--- src/rtl/cfgbus_pkg.sv ---
package cfgbus_pkg;
  localparam int BYTE_W = 8;
  localparam int OFS_W  = 7;

  typedef enum logic [2:0] {
    PH_IDLE,
    PH_RX,
    PH_ACK,
    PH_TX,
    PH_MACK
  } phase_t;

  typedef enum logic [1:0] {
    RX_ADDR,
    RX_CMD,
    RX_CNT,
    RX_DATA
  } rxkind_t;
endpackage

--- src/rtl/cfgbus_sync.sv ---
module cfgbus_sync #(
  parameter int STAGES = 2
) (
  input  logic clk,
  input  logic rst,
  input  logic scl_pin,
  input  logic sda_pin,
  output logic scl_lvl,
  output logic sda_lvl,
  output logic scl_rise,
  output logic scl_fall,
  output logic start_p,
  output logic stop_p
);
  logic [STAGES-1:0] scl_ff, sda_ff;
  logic scl_d, sda_d;

  always_ff @(posedge clk) begin
    if (rst) begin
      scl_ff <= '1;
      sda_ff <= '1;
      scl_d  <= 1'b1;
      sda_d  <= 1'b1;
    end else begin
      scl_ff <= {scl_ff[STAGES-2:0], scl_pin};
      sda_ff <= {sda_ff[STAGES-2:0], sda_pin};
      scl_d  <= scl_ff[STAGES-1];
      sda_d  <= sda_ff[STAGES-1];
    end
  end

  assign scl_lvl  = scl_ff[STAGES-1];
  assign sda_lvl  = sda_ff[STAGES-1];
  assign scl_rise = !scl_d && scl_lvl;
  assign scl_fall = scl_d && !scl_lvl;
  assign start_p  = scl_d && scl_lvl && sda_d && !sda_lvl;
  assign stop_p   = scl_d && scl_lvl && !sda_d && sda_lvl;
endmodule

--- src/rtl/cfgbus_regbank.sv ---
module cfgbus_regbank #(
  parameter int          NUM_REGS    = 8,
  parameter int          NUM_CLK     = 8,
  parameter int          CLK_REG     = 0,
  parameter logic [7:0]  REG_DEFAULT = 8'hFF
) (
  input  logic                  clk,
  input  logic                  rst,
  input  logic                  wr_en,
  input  logic [6:0]            wr_idx,
  input  logic [7:0]            wr_data,
  input  logic [6:0]            rd_idx,
  output logic [7:0]            rd_data,
  output logic [NUM_REGS*8-1:0] cfg_flat,
  output logic [NUM_CLK-1:0]    clk_en
);
  localparam int AW = (NUM_REGS > 1) ? $clog2(NUM_REGS) : 1;

  logic [7:0] mem [NUM_REGS];
  logic wr_hit, rd_hit;

  assign wr_hit = int'(wr_idx) < NUM_REGS;
  assign rd_hit = int'(rd_idx) < NUM_REGS;

  always_ff @(posedge clk) begin
    if (rst) begin
      for (int i = 0; i < NUM_REGS; i++) mem[i] <= REG_DEFAULT;
      rd_data <= '0;
      clk_en  <= REG_DEFAULT[NUM_CLK-1:0];
    end else begin
      if (wr_en && wr_hit) mem[wr_idx[AW-1:0]] <= wr_data;
      rd_data <= rd_hit ? mem[rd_idx[AW-1:0]] : 8'h00;
      clk_en  <= mem[CLK_REG][NUM_CLK-1:0];
    end
  end

  for (genvar g = 0; g < NUM_REGS; g++) begin : g_flat
    assign cfg_flat[g*8 +: 8] = mem[g];
  end
endmodule

--- src/rtl/cfgbus_proto.sv ---
module cfgbus_proto
  import cfgbus_pkg::*;
#(
  parameter logic [6:0] DEV_ADDR = 7'h69,
  parameter int         NUM_REGS = 8
) (
  input  logic       clk,
  input  logic       rst,
  input  logic       scl_rise,
  input  logic       scl_fall,
  input  logic       start_p,
  input  logic       stop_p,
  input  logic       sda_lvl,
  input  logic [7:0] rd_data,
  output logic [6:0] idx,
  output logic       wr_en,
  output logic [6:0] wr_idx,
  output logic [7:0] wr_data,
  output logic       sda_oe
);
  localparam logic [7:0] BLK_LEN = 8'(NUM_REGS);

  phase_t      ph;
  rxkind_t     kind;
  logic [7:0]  shreg, tx, remain;
  logic [3:0]  bitcnt;
  logic        rd_mode, byte_mode, wrote, cnt_first, mack;
  logic        accept;
  logic [7:0]  first_tx;

  always_comb begin
    unique case (kind)
      RX_ADDR: accept = (shreg[7:1] == DEV_ADDR);
      RX_DATA: accept = byte_mode ? !wrote : (remain != 8'd0);
      default: accept = 1'b1;
    endcase
  end

  assign first_tx = byte_mode ? rd_data : BLK_LEN;

  always_ff @(posedge clk) begin
    if (rst) begin
      ph        <= PH_IDLE;
      kind      <= RX_ADDR;
      shreg     <= '0;
      tx        <= '0;
      remain    <= '0;
      bitcnt    <= '0;
      rd_mode   <= 1'b0;
      byte_mode <= 1'b0;
      wrote     <= 1'b0;
      cnt_first <= 1'b0;
      mack      <= 1'b0;
      idx       <= '0;
      wr_en     <= 1'b0;
      wr_idx    <= '0;
      wr_data   <= '0;
      sda_oe    <= 1'b0;
    end else begin
      wr_en <= 1'b0;
      if (start_p) begin
        ph     <= PH_RX;
        kind   <= RX_ADDR;
        bitcnt <= '0;
        sda_oe <= 1'b0;
      end else if (stop_p) begin
        ph     <= PH_IDLE;
        sda_oe <= 1'b0;
      end else begin
        unique case (ph)
          PH_RX: begin
            if (scl_rise && bitcnt != 4'd8) begin
              shreg  <= {shreg[6:0], sda_lvl};
              bitcnt <= bitcnt + 4'd1;
            end else if (scl_fall && bitcnt == 4'd8) begin
              if (accept) begin
                sda_oe <= 1'b1;
                ph     <= PH_ACK;
                if (kind == RX_ADDR) rd_mode <= shreg[0];
              end else begin
                ph <= PH_IDLE;
              end
            end
          end
          PH_ACK: begin
            if (scl_fall) begin
              sda_oe <= 1'b0;
              bitcnt <= '0;
              ph     <= PH_RX;
              unique case (kind)
                RX_ADDR: begin
                  if (rd_mode) begin
                    ph        <= PH_TX;
                    tx        <= first_tx;
                    sda_oe    <= !first_tx[7];
                    cnt_first <= !byte_mode;
                  end else begin
                    kind <= RX_CMD;
                  end
                end
                RX_CMD: begin
                  byte_mode <= shreg[7];
                  idx       <= shreg[7] ? shreg[6:0] : 7'd0;
                  kind      <= shreg[7] ? RX_DATA : RX_CNT;
                  wrote     <= 1'b0;
                end
                RX_CNT: begin
                  remain <= shreg;
                  kind   <= RX_DATA;
                end
                default: begin
                  wr_en   <= 1'b1;
                  wr_idx  <= idx;
                  wr_data <= shreg;
                  idx     <= idx + 7'd1;
                  wrote   <= 1'b1;
                  if (!byte_mode) remain <= remain - 8'd1;
                end
              endcase
            end
          end
          PH_TX: begin
            if (scl_fall) begin
              if (bitcnt == 4'd7) begin
                sda_oe <= 1'b0;
                ph     <= PH_MACK;
                if (cnt_first) cnt_first <= 1'b0;
                else           idx       <= idx + 7'd1;
              end else begin
                tx     <= {tx[6:0], 1'b0};
                sda_oe <= !tx[6];
                bitcnt <= bitcnt + 4'd1;
              end
            end
          end
          PH_MACK: begin
            if (scl_rise) begin
              mack <= !sda_lvl;
            end else if (scl_fall) begin
              if (mack) begin
                ph     <= PH_TX;
                tx     <= rd_data;
                sda_oe <= !rd_data[7];
                bitcnt <= '0;
              end else begin
                ph <= PH_IDLE;
              end
            end
          end
          default: ;
        endcase
      end
    end
  end
endmodule

--- src/rtl/cfg_smbus_slave.sv ---
module cfg_smbus_slave #(
  parameter logic [6:0] DEV_ADDR    = 7'h69,
  parameter int         NUM_REGS    = 8,
  parameter int         NUM_CLK     = 8,
  parameter int         CLK_REG     = 0,
  parameter logic [7:0] REG_DEFAULT = 8'hFF,
  parameter int         SYNC_STAGES = 2
) (
  input  logic                  clk,
  input  logic                  rst,
  input  logic                  scl_in,
  input  logic                  sda_in,
  output logic                  sda_oe,
  output logic [NUM_REGS*8-1:0] cfg_regs,
  output logic [NUM_CLK-1:0]    clk_en
);
  logic       scl_lvl, sda_lvl, scl_rise, scl_fall, start_p, stop_p;
  logic       wr_en;
  logic [6:0] idx, wr_idx;
  logic [7:0] wr_data, rd_data;

  cfgbus_sync #(.STAGES(SYNC_STAGES)) u_sync (
    .clk(clk), .rst(rst), .scl_pin(scl_in), .sda_pin(sda_in),
    .scl_lvl(scl_lvl), .sda_lvl(sda_lvl), .scl_rise(scl_rise),
    .scl_fall(scl_fall), .start_p(start_p), .stop_p(stop_p)
  );

  cfgbus_proto #(.DEV_ADDR(DEV_ADDR), .NUM_REGS(NUM_REGS)) u_proto (
    .clk(clk), .rst(rst), .scl_rise(scl_rise), .scl_fall(scl_fall),
    .start_p(start_p), .stop_p(stop_p), .sda_lvl(sda_lvl),
    .rd_data(rd_data), .idx(idx), .wr_en(wr_en), .wr_idx(wr_idx),
    .wr_data(wr_data), .sda_oe(sda_oe)
  );

  cfgbus_regbank #(
    .NUM_REGS(NUM_REGS), .NUM_CLK(NUM_CLK), .CLK_REG(CLK_REG),
    .REG_DEFAULT(REG_DEFAULT)
  ) u_regs (
    .clk(clk), .rst(rst), .wr_en(wr_en), .wr_idx(wr_idx),
    .wr_data(wr_data), .rd_idx(idx), .rd_data(rd_data),
    .cfg_flat(cfg_regs), .clk_en(clk_en)
  );
endmodule

--- config.mk ---
export PLATFORM = sky130hd
export DESIGN_NAME = cfg_smbus_slave
export DESIGN_NICKNAME = d
export VERILOG_FILES = /design/src/rtl/cfgbus_pkg.sv /design/src/rtl/cfgbus_sync.sv /design/src/rtl/cfgbus_regbank.sv /design/src/rtl/cfgbus_proto.sv /design/src/rtl/cfg_smbus_slave.sv
export SDC_FILE = /design/constraint.sdc
export NUM_CORES = 1
export LEC_CHECK = 0
export CELL_PAD_IN_SITES_DETAIL_PLACEMENT = 1
export CELL_PAD_IN_SITES_GLOBAL_PLACEMENT = 1
export CORE_ASPECT_RATIO = 0.9
export CORE_MARGIN = 1.5
export CORE_UTILIZATION = 40
export CTS_CLUSTER_DIAMETER = 40
export DETAILED_ROUTE_END_ITERATION = 8
export DONT_BUFFER_PORTS = 1
export HOLD_SLACK_MARGIN = 0.05
export PLACE_DENSITY_LB_ADDON = 0.1
export SLEW_MARGIN = 20
export SYNTH_ARGS = -nofsm -noshare
export SYNTH_HDL_FRONTEND = slang
export SYNTH_SLANG_ARGS = --single-unit
--- constraint.sdc ---
create_clock -name clk -period 1.9 [get_ports clk]
set_clock_uncertainty 0.15 [all_clocks]
set_input_delay 0.095 -clock clk [delete_from_list [all_inputs] [get_ports clk]]
set_output_delay 0.095 -clock clk [all_outputs]
set_load 0.1 [all_outputs]
==> results.sh <==
export IMPL_reg2reg_depth=7
export IMPL_yosys_warnings=0
export IMPL_intPower_mw=5.08
export IMPL_period_share_pct=103
export IMPL_drt_iter0_markers=313
export IMPL_fin_cells=1035
export IMPL_finish_instance_area_mm2=0.00958
export IMPL_met2_usage_pct=41.4
export IMPL_rsz0062_at_grt="true"
export IMPL_end_kind="register"
export IMPL_use_met1_pct=32.7
export IMPL_synth_cells=635
export IMPL_critPathLaunchType="register"
export IMPL_muxShareOfSynthArea_pct=8.92
export IMPL_timing_slew_headroom_pct=60.7
export IMPL_nFillCells=1770
export IMPL_synth_top_family_by_area="simple AND/OR/NAND/NOR gates"
export IMPL_detail_route_antenna_nets=0
export IMPL_cts_root_buf="clkbuf_16"
export IMPL_drive_gt1_share_pct=42.4
export IMPL_r2r_end="u_regs.mem[5][0]"
export IMPL_hpwl_um=14900
export IMPL_cp_max_fo=5
export IMPL_initial_core_util_pct=40.7
export IMPL_postSynth_asyncResetShare_pct=0
export IMPL_cp_cell_sequence="nor4_4 > nand3b_1 > nor2_1 > buf_4 > nand3b_1 > buf_4 > or2_4"
export IMPL_routedWlPerCell_um=21.2
export IMPL_power_leakage_nw=3.42
export IMPL_cp_arrival_ns=1.98
export IMPL_synth_adder_area_share_pct=1.65
export IMPL_ctsLongestPathBuffers=2
export IMPL_pwr_share_seq_pct=49.9
export IMPL_synth_ff_type="dfxtp_1"
export IMPL_worst_endpoint_required_ns=1.92
export IMPL_fin_ws_ns=-0.0559
export IMPL_synth_distinct_cells=70
export IMPL_synth_compound_area_share_pct=11.3
export IMPL_hold_class="primary input to register"
export IMPL_fin_total_pwr_mw=6.62
export IMPL_remaining_drc_errors=0
export IMPL_antenna_cells=0
export IMPL_synth_xor_area_share_pct=0.256
export IMPL_dpl_worst_slack_ns=-0.149
export IMPL_io_pins=77
export IMPL_numPortBuffers=0
export IMPL_insertion_delay_ns=0.43
export IMPL_core_area_mm2=0.0168
export IMPL_hold_viol_final=0
export IMPL_place_inst=966
export IMPL_min_period_ns=1.96
export IMPL_vias_per_cell=5.52
export IMPL_path_clk_slew_ns=0.06
export IMPL_setup_violations=30
export IMPL_firstDrtPassIters=5
export IMPL_grt_max_degree=81
export IMPL_gp_congestion=0.840
export IMPL_slew_violations=0
export IMPL_fin_hold_ws_ns=0.150
export IMPL_rr_startpoint="u_proto.wr_idx[5]"
export IMPL_post_synth_top_count_cell="dfxtp_1"
export IMPL_combPwrFrac_pct=2.9
export IMPL_antenna_found_initial=0
export IMPL_synthTopCellsByCount="dfxtp_1 (83), edfxtp_1 (64), nor2_1 (58)"
export IMPL_switching_share_pct=23.3
export IMPL_nets=824
export IMPL_synth_edf_count=64
export IMPL_ys_seq_elements=147
export IMPL_std_cell_rows=45
export IMPL_violations="setup timing"
export IMPL_synth_top_area_cell="edfxtp_1"
export IMPL_cp_slowest_cell="dfxtp_2"
export IMPL_yosysTopAreaCellShare_pct=28.1
export IMPL_slowest_delay_ns=0.33
export IMPL_crit_end="u_regs.mem[5][0]"
export IMPL_die_x_um=141
export IMPL_worstSetupStartpoint="u_proto.wr_idx[5]"
export IMPL_cts_tree="yes"
export IMPL_die_y_um=127
export IMPL_worstMarginPinSlew_ns=0.587
export IMPL_numCtsBuffers=17
export IMPL_synth_sequential_area_ratio_pct=52.3
export IMPL_grt_pass1_wl_um=33300
export IMPL_track_usage_pct=24.7
export IMPL_fmax_mhz=511
export IMPL_h_tree_depth=4
export IMPL_grt_pass1_vias=6020
export IMPL_power_density_mw_per_mm2=691
export IMPL_grt_busiest_layer="met2"
export IMPL_worst_hold_startpoint="rst"
export IMPL_max_cap_violations=0
export IMPL_syn_avg_cell_area_um2=10.8
export IMPL_synthTopCellsByArea="edfxtp_1 (28%), dfxtp_1 (24%), mux4_2 (5.3%), or2_2 (4.5%), mux2i_1 (3.7%)"
export IMPL_ir_drop_mv=0.549
export IMPL_synth_area_mm2=0.00685
export IMPL_wl_um=22000
export IMPL_outcome="finished with violations"
export IMPL_vias=5713
export IMPL_crit_type="register to register"
export IMPL_place_area_mm2=0.00819
export IMPL_die_area_mm2=0.0179
export IMPL_rrSetupSlack_ns=-0.06
export IMPL_clockPowerShare_pct=47.2
export IMPL_overflow=0
export IMPL_synth_nets=648
export IMPL_syn2layout_area_growth_pct=39.9
export IMPL_synth_simple_gate_area_share_pct=21.9
export IMPL_grtUsageMet3_pct=5.40
export IMPL_cts_sinks=147
export IMPL_power_switching_mw=1.54
==> layout make-up <==
type                    count  area, µm²  share of cell area, %
clock inverters            15        123                   1.28
inverters                  19       73.8                  0.771
flip-flops and latches    147       3600                   37.6
repair buffers            193       1650                   17.3
clock buffers              17        425                   4.44
multi-input cells         433       3430                   35.9
well taps                 211        264                   2.76
==> per-stage QoR <==
stage	setup TNS [ns]	util, %
after CTS	-0.487	54.7
final	-0.463	56.9
after floorplan	-0.697	-
after detailed placement	-4.71	48.6
after global routing	-8.31	56.9
after global placement	-1.68	48.6
==> state kept, by name, summed over array words and instances (netlist names), 2 cells and up <==
signal	cells
u_sync.scl_ff	2
u_proto.kind	2
u_proto.bitcnt	4
u_regs.rd_data	8
u_proto.shreg	8
u_proto.idx	7
u_sync.sda_ff	2
u_regs.clk_en	8
u_proto.wr_idx	7
u_proto.wr_data	8
u_proto.remain	8
u_regs.mem	64
u_proto.ph	3
u_proto.tx	7
==> metal layers <==
metal / share of wire, % / vias up
li1: - / 2653
met1: 45 / 2923
met2: 50 / 117
met3: 3.3 / 20
met4: 1.2 / 0
met5: 0 / -
==> layout by cell type, fill, tap and decap left out, drive strengths merged, types with 3 or more instances in the layout <==
cell type	count
and3b	3
or2	57
nand2	41
nor2b	5
a211oi	13
o21ai	21
buf	173
nor2	58
nand3	14
mux2i	25
a22o	3
nand2b	28
clkbuf	17
nand3b	6
and3	5
nor4b	3
a31oi	4
clkinvlp	3
a32o	7
nor3	15
a22oi	7
dlygate4sd3	20
a21oi	39
dfxtp	83
or3	10
edfxtp	64
nor3b	6
inv	24
clkinv	7
mux4	16
nor4	4
ha	9
==> kinds of logic (layout without fill, tap and decap cells) <==
group | Yosys count | in the layout
adder cells (fa/ha/maj) | 9 | 9
AND/OR/NAND/NOR | 267 | 268
flip-flops | 147 | 147
XOR/XNOR | 2 | 2
buffers and inverters | 56 | 244
AO/OA/AOI/OAI | 113 | 113
multiplexers | 41 | 41
==> worst min path at each step <==
stage / end / slack (ns) / cells past startpoint
floorplan: u_sync.scl_ff[0] / 0.05 / 1
global placement: u_proto.mack / 0.02 / 1
detailed placement: u_proto.tx[0] / 0.02 / 1
CTS: u_proto.mack / -0.43 / 1
global route: u_regs.clk_en[0] / 0.14 / 2
finish: u_regs.clk_en[1] / 0.15 / 2
==> power by group through the flow <==
stage	Combinational [mW]	Sequential, mW	Clock [mW]
3_5_place_dp	0.125	3.38	0
3_3_place_gp	0.119	3.38	0
2_1_floorplan	0.0905	3.38	0
6_report	0.193	3.31	3.12
5_1_grt	0.207	3.31	3.31
4_1_cts	0.153	3.31	3.19
==> worst max-delay path: cells and delay by family, from the launching register on <==
family	cells	cell delay [ns]
and+or+nand+nor	5	0.87
buffers and inverters	2	0.36
DFF	1	0.33
==> what timing repair did <==
item                                   4_1_cts  5_1_grt
hold buffers                                21        2
resized for setup                           49       78
cloned                                       2        1
pin swaps                                    8       19
setup endpoints to repair                  113      169
buffers inserted                             7        7
endpoints found under the hold margin      147      123
Power figures use the tool's default switching activity.
